===== config.mk =====
export PLATFORM = sky130hd
export DESIGN_NAME = offset_cal_ctrl
export DESIGN_NICKNAME = d
export VERILOG_FILES = /design/src/rtl/ofscal_pkg.sv /design/src/rtl/ofscal_dp.sv /design/src/rtl/ofscal_ctrl.sv /design/src/rtl/offset_cal_ctrl.sv
export SDC_FILE = /design/constraint.sdc
export NUM_CORES = 1
export LEC_CHECK = 0
export BUFFER_PORTS_ARGS = -buffer_cell sky130_fd_sc_hd__buf_2
export CAP_MARGIN = 40
export CORE_UTILIZATION = 57
export CTS_CLUSTER_DIAMETER = 150
export DETAILED_ROUTE_END_ITERATION = 10
export HOLD_SLACK_MARGIN = 0.12
export PLACE_DENSITY = 0.82
export RECOVER_POWER = 25
export SLEW_MARGIN = 5
export SYNTH_ARGS = -nofsm -noshare
export SYNTH_HDL_FRONTEND = slang
export SYNTH_SLANG_ARGS = --single-unit

===== constraint.sdc =====
create_clock -name clk -period 10.5 [get_ports clk]
set_input_delay 0.525 -clock clk [delete_from_list [all_inputs] [get_ports clk]]
set_output_delay 0.525 -clock clk [all_outputs]
set_load 0.05 [all_outputs]

===== src/rtl/ofscal_pkg.sv =====
package ofscal_pkg;

  typedef enum logic [2:0] {
    ST_IDLE,
    ST_WRITE,
    ST_SETTLE,
    ST_MEASURE,
    ST_DECIDE
  } calState_t;

  // strobes from control to datapath
  typedef struct packed {
    logic initAll;   // zero offsets, select channel I, reload step
    logic winClear;  // clear sample and side counters
    logic countEn;   // count samples of the current channel
    logic measure;   // window phase (classify) instead of settle phase
    logic adjust;    // apply one step and halve it
    logic nextChan;  // move on to channel Q, reload step
  } dpStrobe_t;

endpackage


===== src/rtl/ofscal_dp.sv =====
module ofscal_dp
  import ofscal_pkg::*;
#(
  parameter int CODE_W     = 10,
  parameter int MAG_W      = 12,
  parameter int WIN_LOG    = 6,
  parameter int SETTLE_LEN = 8,
  parameter int TOL        = 2,
  parameter int MAX_ITER   = 16
) (
  input  logic                  clk,
  input  logic                  rstN,
  input  dpStrobe_t             strb,
  input  logic                  sampleValid,
  input  logic                  sampleChan,
  input  logic [CODE_W-1:0]     sampleCode,
  output logic                  sampLast,
  output logic                  balanced,
  output logic                  failCond,
  output logic                  curChan,
  output logic [1:0][MAG_W:0]   offSm
);

  localparam int WIN_LEN = 1 << WIN_LOG;
  localparam int SPAN    = (WIN_LEN > SETTLE_LEN) ? WIN_LEN : SETTLE_LEN;
  localparam int SCNT_W  = $clog2(SPAN + 1);
  localparam int CNT_W   = WIN_LOG + 1;
  localparam int ITER_W  = $clog2(MAX_ITER + 1);
  localparam int OFF_W   = MAG_W + 2;
  localparam int HI_CODE = 1 << (CODE_W - 1);
  localparam int LO_CODE = HI_CODE - 1;
  localparam logic signed [OFF_W-1:0] OFF_MAX = OFF_W'((1 << MAG_W) - 1);
  localparam logic [MAG_W-1:0] STEP_INIT = MAG_W'(1) << (MAG_W - 1);

  logic [SCNT_W-1:0] sampCnt;
  logic [CNT_W-1:0]  aboveCnt, belowCnt, absDiff;
  logic [MAG_W-1:0]  step;
  logic [ITER_W-1:0] iterCnt;
  logic [1:0][OFF_W-1:0] offAll;

  logic sampHit, isAbove, isBelow, goDown;
  logic [SCNT_W-1:0] winLimit;
  logic signed [OFF_W-1:0] curOff, stepExt, nextRaw, nextOff;

  assign sampHit  = sampleValid && (sampleChan == curChan);
  assign winLimit = strb.measure ? SCNT_W'(WIN_LEN - 1) : SCNT_W'(SETTLE_LEN - 1);
  assign sampLast = sampHit && (sampCnt == winLimit);
  assign isAbove  = sampleCode > CODE_W'(HI_CODE);
  assign isBelow  = sampleCode < CODE_W'(LO_CODE);

  // sample window counters, shared by settle and measure phases
  always_ff @(posedge clk or negedge rstN) begin
    if (!rstN) begin
      sampCnt  <= '0;
      aboveCnt <= '0;
      belowCnt <= '0;
    end else if (strb.winClear || strb.initAll) begin
      sampCnt  <= '0;
      aboveCnt <= '0;
      belowCnt <= '0;
    end else if (strb.countEn && sampHit) begin
      sampCnt <= sampCnt + 1'b1;
      if (strb.measure && isAbove) aboveCnt <= aboveCnt + 1'b1;
      if (strb.measure && isBelow) belowCnt <= belowCnt + 1'b1;
    end
  end

  assign absDiff  = (aboveCnt >= belowCnt) ? aboveCnt - belowCnt : belowCnt - aboveCnt;
  assign balanced = absDiff <= CNT_W'(TOL);
  assign goDown   = aboveCnt > belowCnt;
  assign failCond = (step == MAG_W'(1)) && (iterCnt >= ITER_W'(MAX_ITER));

  // channel select, step and iteration tracking
  always_ff @(posedge clk or negedge rstN) begin
    if (!rstN) begin
      curChan <= 1'b0;
      step    <= STEP_INIT;
      iterCnt <= '0;
    end else if (strb.initAll || strb.nextChan) begin
      curChan <= strb.nextChan;
      step    <= STEP_INIT;
      iterCnt <= '0;
    end else if (strb.adjust) begin
      if (step > MAG_W'(1)) step <= step >> 1;
      if (iterCnt < ITER_W'(MAX_ITER)) iterCnt <= iterCnt + 1'b1;
    end
  end

  // stepped and saturated candidate for the current channel
  always_comb begin
    curOff  = $signed(offAll[curChan]);
    stepExt = $signed({{(OFF_W - MAG_W){1'b0}}, step});
    nextRaw = goDown ? curOff - stepExt : curOff + stepExt;
    if (nextRaw > OFF_MAX)       nextOff = OFF_MAX;
    else if (nextRaw < -OFF_MAX) nextOff = -OFF_MAX;
    else                         nextOff = nextRaw;
  end

  for (genvar ch = 0; ch < 2; ch++) begin : g_chan
    logic signed [OFF_W-1:0] valQ;
    logic [OFF_W-1:0]        magFull;

    always_ff @(posedge clk or negedge rstN) begin
      if (!rstN)                                  valQ <= '0;
      else if (strb.initAll)                      valQ <= '0;
      else if (strb.adjust && curChan == 1'(ch))  valQ <= nextOff;
    end

    assign offAll[ch] = valQ;
    assign magFull    = (valQ < 0) ? OFF_W'(-valQ) : OFF_W'(valQ);
    assign offSm[ch]  = {valQ < 0, magFull[MAG_W-1:0]};
  end

endmodule


===== src/rtl/ofscal_ctrl.sv =====
module ofscal_ctrl
  import ofscal_pkg::*;
(
  input  logic      clk,
  input  logic      rstN,
  input  logic      start,
  input  logic      fsChange,
  input  logic      wrAck,
  input  logic      sampLast,
  input  logic      balanced,
  input  logic      failCond,
  input  logic      curChan,
  output dpStrobe_t strb,
  output logic      wrReq,
  output logic      done,
  output logic      fail,
  output logic      recalReq
);

  calState_t state, stateNext;
  logic setDone, setFail, accept;

  assign accept = (state == ST_IDLE) && start;
  assign wrReq  = (state == ST_WRITE);

  always_comb begin
    stateNext = state;
    strb      = '0;
    setDone   = 1'b0;
    setFail   = 1'b0;
    unique case (state)
      ST_IDLE: if (start) begin
        strb.initAll = 1'b1;
        stateNext    = ST_WRITE;
      end
      ST_WRITE: if (wrAck) begin
        strb.winClear = 1'b1;
        stateNext     = ST_SETTLE;
      end
      ST_SETTLE: begin
        strb.countEn = 1'b1;
        if (sampLast) begin
          strb.winClear = 1'b1;
          stateNext     = ST_MEASURE;
        end
      end
      ST_MEASURE: begin
        strb.countEn = 1'b1;
        strb.measure = 1'b1;
        if (sampLast) stateNext = ST_DECIDE;
      end
      ST_DECIDE: begin
        if (balanced) begin
          if (curChan) begin
            setDone   = 1'b1;
            stateNext = ST_IDLE;
          end else begin
            strb.nextChan = 1'b1;
            stateNext     = ST_WRITE;
          end
        end else if (failCond) begin
          setFail   = 1'b1;
          stateNext = ST_IDLE;
        end else begin
          strb.adjust = 1'b1;
          stateNext   = ST_WRITE;
        end
      end
      default: stateNext = ST_IDLE;
    endcase
  end

  always_ff @(posedge clk or negedge rstN) begin
    if (!rstN) begin
      state    <= ST_IDLE;
      done     <= 1'b0;
      fail     <= 1'b0;
      recalReq <= 1'b0;
    end else begin
      state <= stateNext;
      if (fsChange || accept) done <= 1'b0;
      else if (setDone)       done <= 1'b1;
      if (accept)       fail <= 1'b0;
      else if (setFail) fail <= 1'b1;
      // a coincident full-scale change keeps the request pending
      if (fsChange)    recalReq <= 1'b1;
      else if (accept) recalReq <= 1'b0;
    end
  end

endmodule


===== src/rtl/offset_cal_ctrl.sv =====
module offset_cal_ctrl
  import ofscal_pkg::*;
#(
  parameter int CODE_W     = 10,
  parameter int MAG_W      = 12,
  parameter int WIN_LOG    = 6,
  parameter int SETTLE_LEN = 8,
  parameter int TOL        = 2,
  parameter int MAX_ITER   = 16
) (
  input  logic              clk,
  input  logic              rstN,
  input  logic              start,
  input  logic              fsChange,
  input  logic              sampleValid,
  input  logic              sampleChan,
  input  logic [CODE_W-1:0] sampleCode,
  input  logic              wrAck,
  output logic              wrReq,
  output logic              wrChan,
  output logic [MAG_W:0]    wrData,
  output logic [MAG_W:0]    offsetI,
  output logic [MAG_W:0]    offsetQ,
  output logic              done,
  output logic              fail,
  output logic              recalReq
);

  dpStrobe_t strb;
  logic sampLast, balanced, failCond, curChan;
  logic [1:0][MAG_W:0] offSm;

  ofscal_ctrl u_ctrl (
    .clk      (clk),
    .rstN     (rstN),
    .start    (start),
    .fsChange (fsChange),
    .wrAck    (wrAck),
    .sampLast (sampLast),
    .balanced (balanced),
    .failCond (failCond),
    .curChan  (curChan),
    .strb     (strb),
    .wrReq    (wrReq),
    .done     (done),
    .fail     (fail),
    .recalReq (recalReq)
  );

  ofscal_dp #(
    .CODE_W     (CODE_W),
    .MAG_W      (MAG_W),
    .WIN_LOG    (WIN_LOG),
    .SETTLE_LEN (SETTLE_LEN),
    .TOL        (TOL),
    .MAX_ITER   (MAX_ITER)
  ) u_dp (
    .clk         (clk),
    .rstN        (rstN),
    .strb        (strb),
    .sampleValid (sampleValid),
    .sampleChan  (sampleChan),
    .sampleCode  (sampleCode),
    .sampLast    (sampLast),
    .balanced    (balanced),
    .failCond    (failCond),
    .curChan     (curChan),
    .offSm       (offSm)
  );

  assign wrChan  = curChan;
  assign wrData  = offSm[curChan];
  assign offsetI = offSm[0];
  assign offsetQ = offSm[1];

endmodule


==> flow_metrics.tcl, run 1 <==
set metrics [dict create \
    fin_area_mm2 0.00630 \
    coreArea_mm2 0.00982 \
    synth-adder-area-share_pct 10.2 \
    nets 769 \
    critPathMaxFanout 13 \
    required_ns 10.74 \
    yosys.area_share.simple_pct 19.5 \
    hold_buffers 1 \
    drt_wl_total_um 13600 \
    cts_max_level 3 \
    clk_path_buf_depth 2 \
    netlist.area_leader.share_pct 30.9 \
    criticalPathCategory "register to register" \
    antenna_found_initial 0 \
    synth_warnings 0 \
    synth-main-ff-cell "dfrtp_1" \
    place.gp.congestion 0.891 \
    clockRootBuffer "clkbuf_8" \
    syn_inst 674 \
    final-hold-violation-count 0 \
    synth_xor_area_share_pct 9.75 \
    drv_slew 58 \
    layout-drive-gt1-share_pct 16.8 \
    violations "capacitance limit, slew limit" \
    synth.distinct_cells 67 \
    rsz0062_at_grt "no" \
    peakVddDrop_mv 0.124 \
    cts_tree "done" \
    powerDensity_mw_per_mm2 250 \
    cts_sinks 73 \
    place_area_mm2 0.00615 \
    grtUsageTotal_pct 27.5 \
    drcViolationCount 0 \
    fmax_mhz 198 \
    rows 36 \
    grt_max_degree 58 \
    finClkSkew_ns 0.0138 \
    synth_commonest_cells "nand2_1, dfrtp_1, nor2_1" \
    worst_pin_slew_ns 3.05 \
    vias_per_cell 5.88 \
    synth_area_leader_cell "dfrtp_1" \
    grt_pass1_wl_um 22800 \
    die_area_mm2 0.0106 \
    hpwl_um 10300 \
    fin_crit_ns 5.06 \
    ys_ff_latch 73 \
    r2r-start "u_dp.belowCnt[1]$_DFFE_PN0P_" \
    clock_insertion_delay_worst_skew_ns 0.36 \
    area_growth_pct 8.14 \
    dr.pass1.iters 5 \
    grt_pass1_vias 4786 \
    slew-limit-headroom_pct -103 \
    avgSynthCellArea_um2 8.64 \
    post_cts_buffers 0 \
    critPathLaunchType "register" \
    synth_nets 728 \
    setup_tns_ns 0 \
    drt-initial-drc-count 284 \
    leakage_nw 3.07 \
    antenna_left 0 \
    period_share_pct 48.2 \
    cts_resized 0 \
    synth_area_mm2 0.00582 \
    diodes 0 \
    pin_count 61 \
    synth-edff-count 0 \
    min-delay-start "fsChange" \
    synth.area.top_cells "dfrtp_1, ha_1, xnor2_1, nand2_1, mux2_2" \
    synth_top_family_by_area "simple AND/OR/NAND/NOR gates" \
    drv_cap 1 \
    startpoint "u_dp.belowCnt[1]$_DFFE_PN0P_" \
    synth.most_common_cell "nand2_1" \
    wl_per_cell_um 15.9 \
    setup_violations 0 \
    end_kind "register" \
    cts_made_buffers 9 \
    outcome "finished with violations" \
    die_h_um 103 \
    synth_mux_area_share_pct 7.41 \
    synth_compound_area_share_pct 15.9 \
    die_w_um 103 \
    grt.overflow.total 0 \
    portBuffers 60 \
    hp-class "primary input to register" \
    clkTransAtPathRegs_ns 0.08 \
    vias 5009 \
    yosysSeqAreaShare_pct 31.4 \
    start_util_pct 59.3 \
    worstPathArrival_ns 5.30 \
    async_flop_share_pct 100 \
]
==> final cells by class <==
| cell class | count | area (um^2) |
|---|---|---|
| Clock buffer | 9 | 124 |
| Clock inverter | 6 | 43.8 |
| Fill cell | 846 | 3520 |
| Inverter | 33 | 124 |
| Multi-Input combinational cell | 531 | 3660 |
| Sequential cell | 73 | 1830 |
| Tap cell | 133 | 166 |
| Timing Repair Buffer | 67 | 355 |
==> routing by layer <==
metal,vias up,global-route usage (%),part of all wire [%]
met4,0,11.4,2.4
li1,2440,-,-
met2,146,45.0,47
met1,2394,36.4,45
met5,-,0,0
met3,29,4.34,4.9
==> power breakdown <==
group	internal (mW)	switching [mW]	leakage, nW
logic	0.372	0.630	1.99
registers	0.318	0.0561	0.995
clock network	0.0851	0.111	0.0854
==> placed cells by master, fill, tap and decap left out, types with 5 or more instances in the layout <==
master,n
nor2_1,63
dfrtp_1,72
a21o_1,13
inv_1,33
nor4_1,8
nand2b_1,9
clkbuf_8,9
xnor2_1,39
buf_2,60
and3_1,5
nor3_1,14
nand3_1,19
xor2_1,24
o21ai_0,26
mux2_2,25
mux2i_1,15
or3_1,5
nand4_1,7
o31ai_1,8
o21ai_1,14
maj3_1,11
a21oi_1,33
ha_1,34
nand2_1,79
o21a_1,7
==> worst max-delay path: stages (launching register included) <==
cell,delay (ns)
dfrtp_1,0.46
inv_1,0.13
ha_1,0.34
nor2b_1,0.18
o31ai_2,0.41
a211o_1,0.44
mux2_2,0.41
inv_1,0.09
fa_1,0.23
nor2b_1,0.08
o31a_1,0.27
o41a_1,0.37
o2111ai_1,0.11
nand3_1,0.16
xor2_1,0.77
maj3_1,0.31
nand2_1,0.07
o31ai_1,0.12
==> final timing paths <==
path,endpoint,slack (ns),depth (start not counted)
max in group asynchronous,u_dp.g_chan[1].valQ[11]$_DFFE_PN0P_,6.24,4
hold / removal,u_ctrl.done$_DFFE_PN0P_,0.35,2
hold reg to reg,u_ctrl.recalReq$_DFFE_PN0N_,0.48,1
min in group asynchronous,u_dp.belowCnt[6]$_DFFE_PN0P_,0.88,3
setup / recovery,u_dp.g_chan[0].valQ[1]$_DFFE_PN0P_,5.44,17
setup reg to reg,u_dp.g_chan[0].valQ[1]$_DFFE_PN0P_,5.44,17
==> registers in the layout (all words and copies together) (netlist names) <==
| signal | flops |
|---|---|
| u_ctrl.state | 3 |
| u_ctrl.recalReq | 1 |
| u_dp.sampCnt | 7 |
| u_dp.step | 12 |
| u_dp.iterCnt | 5 |
| u_dp.aboveCnt | 7 |
| u_dp.g_chan.valQ | 28 |
| u_dp.belowCnt | 7 |
| u_ctrl.fail | 1 |
| u_ctrl.done | 1 |
| u_dp.curChan | 1 |
==> cells by family (layout without fill, tap and decap cells) <==
logic type               after synthesis  count (layout)
buffers and inverters                 70             115
AND/OR/NAND/NOR                      236             236
XOR/XNOR                              64              64
multiplexers                          40              40
AO/OA/AOI/OAI                        143             143
flip-flops                            73              73
adder cells (fa/ha/maj)               48              48
==> stage by stage <==
step	worst slack, ns	util (%)	cells	hold slack, ns	power [mW]
after global routing	5.06	64.1	852	0.331	1.70
after global placement	5.77	62.2	834	0.462	1.34
after detailed placement	5.57	62.6	836	0.464	1.37
after floorplan	5.42	-	674	0.229	1.20
final	5.44	64.1	852	0.347	1.57
after CTS	5.53	64.4	852	0.337	1.57
(Power assumes the default switching activity.)
==> run 2: changes to the inputs <==
CORE_UTILIZATION = 54   (was 57)
PLACE_DENSITY = 0.81   (was 0.82)
clock period = 4.32 ns   (was 10.5 ns; I/O delays follow)
==> run 2 against run 1 <==
The run now ends clean. Cell count rose by 3.9%. Via count is 4.5% higher. Core utilization is 0.68 points higher. Cell area is 6.7% higher. Wire length up 3.3%. Clock power grew to 2.7 times the previous value. First-iteration DRC count is 27% higher. Flip-flop and latch count did not move. Critical path type unchanged. Largest power group unchanged.
==> flow_metrics.tcl, run 2 (same netlist as run 1, synthesis figures left out) <==
set metrics [dict create \
    finalWorstSetupSlack_ns 0.0880 \
    drcViolationCount 0 \
    finClkSkew_ns 0.00688 \
    grtUsageTotal_pct 25.2 \
    grt_pass1_wl_um 22800 \
    clkTransAtPathRegs_ns 0.08 \
    nets 798 \
    reg2reg_to "u_dp.g_chan[0].valQ[8]$_DFFE_PN0P_" \
    r2r-start "u_dp.belowCnt[4]$_DFFE_PN0P_" \
    hp-class "primary input to register" \
    drt_wl_total_um 14000 \
    post-place-ws_ns -0.156 \
    crit_chain "inv_2 > ha_1 > buf_4 > nand3_1 > nor2_1 > a211o_4 > nor2_1 > xor2_1 > ha_1 > nor2b_1 > o31a_1 > o41a_1 > o2111ai_1 > nand3_2 > xor2_2 > buf_4 > maj3_1 > nand2_1 > o21ai_0" \
    clockRootBuffer "clkbuf_8" \
    vias_per_cell 5.92 \
    antenna_left 0 \
    criticalPathCategory "register to register" \
    regMostFlops "u_dp.g_chan.valQ" \
    coreArea_mm2 0.0104 \
    cts_made_buffers 9 \
    leakage_nw 3.26 \
    largest_register_ffs 28 \
    place.gp.congestion 0.906 \
    setup_tns_ns 0 \
    n_fill_cell 825 \
    p_total_mw 4.30 \
    grt_max_degree 28 \
    final_common_cell "nand2_1" \
    clk_path_buf_depth 2 \
    cts_max_level 3 \
    critPathSlowestCell "o41a_1" \
    grt.overflow.total 0 \
    peakVddDrop_mv 0.350 \
    end_kind "register" \
    vias 5236 \
    powerDensity_mw_per_mm2 639 \
    worstPathArrival_ns 4.43 \
    worst_pin_slew_ns 1.40 \
    r2r_setup_slack_ns 0.09 \
    worstSetupEndpoint "u_dp.g_chan[0].valQ[8]$_DFFE_PN0P_" \
    reg2regPathDepth 19 \
    layout_common_cells "nand2_1, dfrtp_1, nor2_1" \
    max_stage_delay_ns 0.39 \
    drv_slew 0 \
    period_share_pct 98.0 \
    slew-limit-headroom_pct 6.71 \
    fmax_mhz 236 \
    wl_per_cell_um 15.8 \
    pin_count 61 \
    outcome "complete, no violations" \
    antenna_found_initial 0 \
    grt_pass1_vias 4820 \
    critPathMaxFanout 6 \
    setup_violations 0 \
    drv_cap 0 \
    die_w_um 106 \
    die_h_um 106 \
    cts_sinks 73 \
    rows 37 \
    holdWs_ns 0.169 \
    area_growth_pct 15.4 \
    drt-initial-drc-count 362 \
    fin_crit_ns 4.23 \
    startpoint "u_dp.belowCnt[4]$_DFFE_PN0P_" \
    dr.pass1.iters 5 \
    start_util_pct 56.2 \
    final-hold-violation-count 0 \
    required_ns 4.51 \
    layout-drive-gt1-share_pct 22.6 \
    die_area_mm2 0.0112 \
    diodes 0 \
    portBuffers 60 \
    clock_insertion_delay_worst_skew_ns 0.35 \
    top_regs "u_dp.g_chan.valQ (28), u_dp.step (12)" \
    hpwl_um 10200 \
    cts_tree "done" \
    critPathLaunchType "register" \
]
[run 2: final cells by class]
cell class,instances,area (um^2),area share (%)
clock buffers,12,145,2.16
clock inverters,4,51.3,0.763
inverters,33,124,1.84
multi-input cells,532,3840,57.1
flip-flops and latches,73,1830,27.2
well taps,136,170,2.53
repair buffers,95,563,8.38
[run 2: per-layer routing]
metal | vias to the layer above | routed length [um] | track usage [%]
met3 | 24 | 918 | 3.83
li1 | 2503 | - | -
met1 | 2495 | 6380 | 35.0
met2 | 214 | 6490 | 40.8
met5 | - | 0 | 0
met4 | 0 | 227 | 7.34
[run 2: timing repair]
| item | CTS | global route |
|---|---|---|
| pin swaps | 3 | 7 |
| hold buffers | 2 | 0 |
| endpoints found under the hold margin | 25 | 0 |
| setup endpoints to repair | 28 | 28 |
| buffers inserted | 4 | 4 |
| resized for setup | 14 | 13 |
| gates cloned | 0 | 1 |
[run 2: power by group]
| part | switching, mW | total, mW | internal [mW] | leakage, nW |
|---|---|---|---|---|
| logic | 1.70 | 2.84 | 1.14 | 2.17 |
| registers | 0.142 | 0.916 | 0.773 | 0.993 |
| clock network | 0.255 | 0.540 | 0.284 | 0.0970 |
[run 2: stage by stage]
stage	cells	cell area (um^2)	utilization, %
finish	885	6720	64.8
floorplan	674	5830	-
global route	885	6720	64.8
CTS	880	6630	63.9
global placement	856	6260	60.3
detailed placement	858	6290	60.7
[run 2: worst min-delay path by stage]
| stage | startpoint | end | slack, ns | depth (start not counted) |
|---|---|---|---|---|
| floorplan | rstN | u_ctrl.done$_DFFE_PN0P_ | -0.08 | 0 |
| finish | wrAck | u_ctrl.state[1]$_DFFE_PN0P_ | 0.17 | 3 |
| global placement | fsChange | u_ctrl.done$_DFFE_PN0P_ | 0.42 | 2 |
| global route | wrAck | u_ctrl.state[1]$_DFFE_PN0P_ | 0.20 | 3 |
| CTS | wrAck | u_ctrl.state[1]$_DFFE_PN0P_ | 0.16 | 3 |
| detailed placement | rstN | u_dp.aboveCnt[0]$_DFFE_PN0P_ | 0.27 | 1 |
[run 2: critical path, delay by kind of cell, from the launching register on]
| kind | cells | cell delay, ns |
|---|---|---|
| and+or+nand+nor | 6 | 0.71 |
| AOI/OAI and AO/OA | 5 | 1.22 |
| xor gates and xnor gates | 2 | 0.39 |
| DFF | 1 | 0.36 |
| buffers and inverters | 3 | 0.42 |
| adders and majority gates | 3 | 0.97 |
==> run 3: changes to the inputs <==
CORE_UTILIZATION = 57   (was 54)
CTS_BUF_LIST = sky130_fd_sc_hd__clkbuf_2   (was not set)
PLACE_DENSITY = 0.82   (was 0.81)
clock period = 4.7 ns   (was 4.32 ns; I/O delays follow)
==> run 3 against run 2 <==
The flow now finishes with violations (capacitance limit, slew limit). Maximum frequency decreased by 6.3%. Worst setup slack better by 0.097 ns. Core utilization increased by 0.74 points. Worst hold slack got worse by 0.018 ns. Total power shrank 16%. First-iteration DRC count decreased by 33%. Global-route usage grew 2.7 points. Clock skew up 0.036 ns. Count of clock-buffer cells in the layout is 3 lower. Largest cell class unchanged. Highest routed layer unchanged.
==> flow_metrics.tcl, run 3 (same netlist as run 1, synthesis figures left out) <==
set metrics [dict create \
    gr-usage-met3_pct 3.39 \
    die_h_um 103 \
    drv_cap 1 \
    end_kind "register" \
    vias 5092 \
    die_area_mm2 0.0106 \
    cts_max_level 3 \
    cts_tree "done" \
    die_w_um 103 \
    clock_insertion_delay_worst_skew_ns 0.58 \
    n_fill_cell 818 \
    startpoint "u_dp.aboveCnt[4]$_DFFE_PN0P_" \
    vias_per_cell 5.87 \
    coreArea_mm2 0.00982 \
    fin_util_pct 65.6 \
    outcome "finished with violations" \
    fin_crit_ns 4.51 \
    place.gp.congestion 0.894 \
    drt_wl_total_um 13800 \
    grt_pass1_vias 4873 \
    peakVddDrop_mv 0.302 \
    rows 36 \
    top_regs "u_dp.g_chan.valQ (28), u_dp.step (12)" \
    layout-drive-gt1-share_pct 19.7 \
    dr.pass1.iters 5 \
    reg2regPathDepth 16 \
    hpwl_um 10600 \
    setup_violations 0 \
    required_ns 5.23 \
    clkTransAtPathRegs_ns 0.25 \
    nets 784 \
    violations "capacitance limit, slew limit" \
    grt_pass1_wl_um 23000 \
    clockRootBuffer "clkbuf_2" \
    powerDensity_mw_per_mm2 562 \
    pin_count 61 \
    met2_usage_pct 47.7 \
    largest_register_ffs 28 \
    cts_sinks 73 \
    slew-limit-headroom_pct -12.3 \
    gr-usage-met1_pct 36.3 \
    worstPathArrival_ns 5.04 \
    worstSetupEndpoint "u_dp.g_chan[0].valQ[0]$_DFFE_PN0P_" \
    final_common_cell "nand2_1" \
    drt-initial-drc-count 241 \
    grt_max_degree 32 \
    finClkSkew_ns 0.0424 \
    critPathLaunchType "register" \
    regMostFlops "u_dp.g_chan.valQ" \
    cts_made_buffers 9 \
    critPathMaxFanout 9 \
    busiest_layer "met2" \
    r2r_setup_slack_ns 0.19 \
    fmax_mhz 221 \
    grt.overflow.total 0 \
    diodes 0 \
    antenna_left 0 \
    criticalPathCategory "register to register" \
    hp-class "primary input to register" \
    antenna_found_initial 0 \
    drv_slew 32 \
    area_growth_pct 10.5 \
    grtUsageTotal_pct 28.0 \
    portBuffers 60 \
    wl_per_cell_um 15.9 \
    final-hold-violation-count 0 \
    setup_tns_ns 0 \
    period_share_pct 96.1 \
    leakage_nw 3.13 \
    reg2reg_to "u_dp.g_chan[0].valQ[0]$_DFFE_PN0P_" \
    layout_common_cells "nand2_1, dfrtp_1, nor2_1" \
    r2r-start "u_dp.aboveCnt[4]$_DFFE_PN0P_" \
    start_util_pct 59.3 \
    worst_pin_slew_ns 1.69 \
    clk_path_buf_depth 2 \
    rsz0062_at_grt "no" \
    drcViolationCount 0 \
]
==> run 3: cell count changes in the layout (fill, tap and decap cells not counted), moves of 2 or more <==
| cell | previous run | this run |
|---|---|---|
| inv_2 | 2 | 0 |
| clkbuf_2 | 0 | 10 |
| clkbuf_1 | 4 | 2 |
| ha_4 | 5 | 0 |
| dlygate4sd3_1 | 2 | 6 |
| buf_4 | 32 | 13 |
| a21oi_1 | 30 | 32 |
| inv_1 | 31 | 33 |
| clkinv_4 | 0 | 2 |
| nor2b_2 | 0 | 2 |
| clkbuf_8 | 10 | 0 |
| ha_2 | 0 | 4 |
==> run 3: where the power goes <==
| part | switching, mW | internal [mW] | leakage [nW] |
|---|---|---|---|
| sequential | 0.123 | 0.711 | 0.993 |
| combinational | 1.47 | 0.931 | 2.07 |
| clock | 0.258 | 0.128 | 0.0720 |
| total | 1.85 | 1.77 | 3.13 |
==> run 3: cell type report <==
| class | instances | area, um^2 | share of cell area [%] |
|---|---|---|---|
| sequential | 73 | 1830 | 28.4 |
| clock buffer | 9 | 45.0 | 0.700 |
| multi-input combinational | 531 | 3710 | 57.7 |
| timing repair buffer | 82 | 480 | 7.46 |
| tap | 133 | 166 | 2.58 |
| inverter | 33 | 124 | 1.92 |
| clock inverter | 7 | 78.8 | 1.22 |
==> run 3: how the worst min path moves through the flow <==
| stage | from | endpoint | slack, ns | cells past startpoint |
|---|---|---|---|---|
| floorplan | rstN | u_ctrl.done$_DFFE_PN0P_ | -0.06 | 0 |
| global route | start | u_ctrl.recalReq$_DFFE_PN0N_ | 0.17 | 3 |
| global placement | fsChange | u_ctrl.done$_DFFE_PN0P_ | 0.42 | 2 |
| detailed placement | rstN | u_dp.belowCnt[2]$_DFFE_PN0P_ | 0.19 | 1 |
| finish | sampleValid | u_ctrl.state[2]$_DFFE_PN0P_ | 0.15 | 4 |
| CTS | sampleValid | u_ctrl.state[2]$_DFFE_PN0P_ | 0.13 | 4 |
==> run 3: what timing repair did <==
| item | 4_1_cts | 5_1_grt |
|---|---|---|
| resized for setup | 2 | 14 |
| endpoints found under the hold margin | 55 | 0 |
| hold buffers | 6 | 0 |
| buffers inserted | 1 | 1 |
| endpoints found under the setup margin | 14 | 24 |
==> run 3: layer usage <==
layer  vias to the layer above  routed length (um)
met1                      2448                6160
met4                         0                 266
met5                         -                   0
li1                       2471                   -
met2                       143                6780
met3                        30                 629
==> run 3: worst max-delay path, stage by stage (launching register included) <==
cell and delay (ns):
dfrtp_1 0.49, ha_2 0.43, nor2_1 0.09, o21a_1 0.25, a211o_4 0.38, mux2_2 0.26
inv_1 0.06, fa_1 0.47, nor2b_2 0.14, o31a_1 0.19, a21oi_1 0.10, nor4_1 0.24
or3b_2 0.47, or4_1 0.42, nor4_2 0.17, o31ai_1 0.14, o22ai_1 0.17
==> run 3: metrics by stage <==
| stage | instance area (um^2) | hold slack, ns | instances | setup WS (ns) | power, mW |
|---|---|---|---|---|---|
| 2_1_floorplan | 5830 | -0.0606 | 674 | 0.228 | 2.69 |
| 3_3_place_gp | 6170 | 0.420 | 842 | 0.224 | 3.09 |
| 3_5_place_dp | 6200 | 0.191 | 844 | 0.0365 | 3.16 |
| 4_1_cts | 6410 | 0.127 | 867 | 0.0243 | 3.58 |
| 5_1_grt | 6440 | 0.167 | 868 | 0.0423 | 3.86 |
| 6_report | 6440 | 0.151 | 868 | 0.185 | 3.62 |
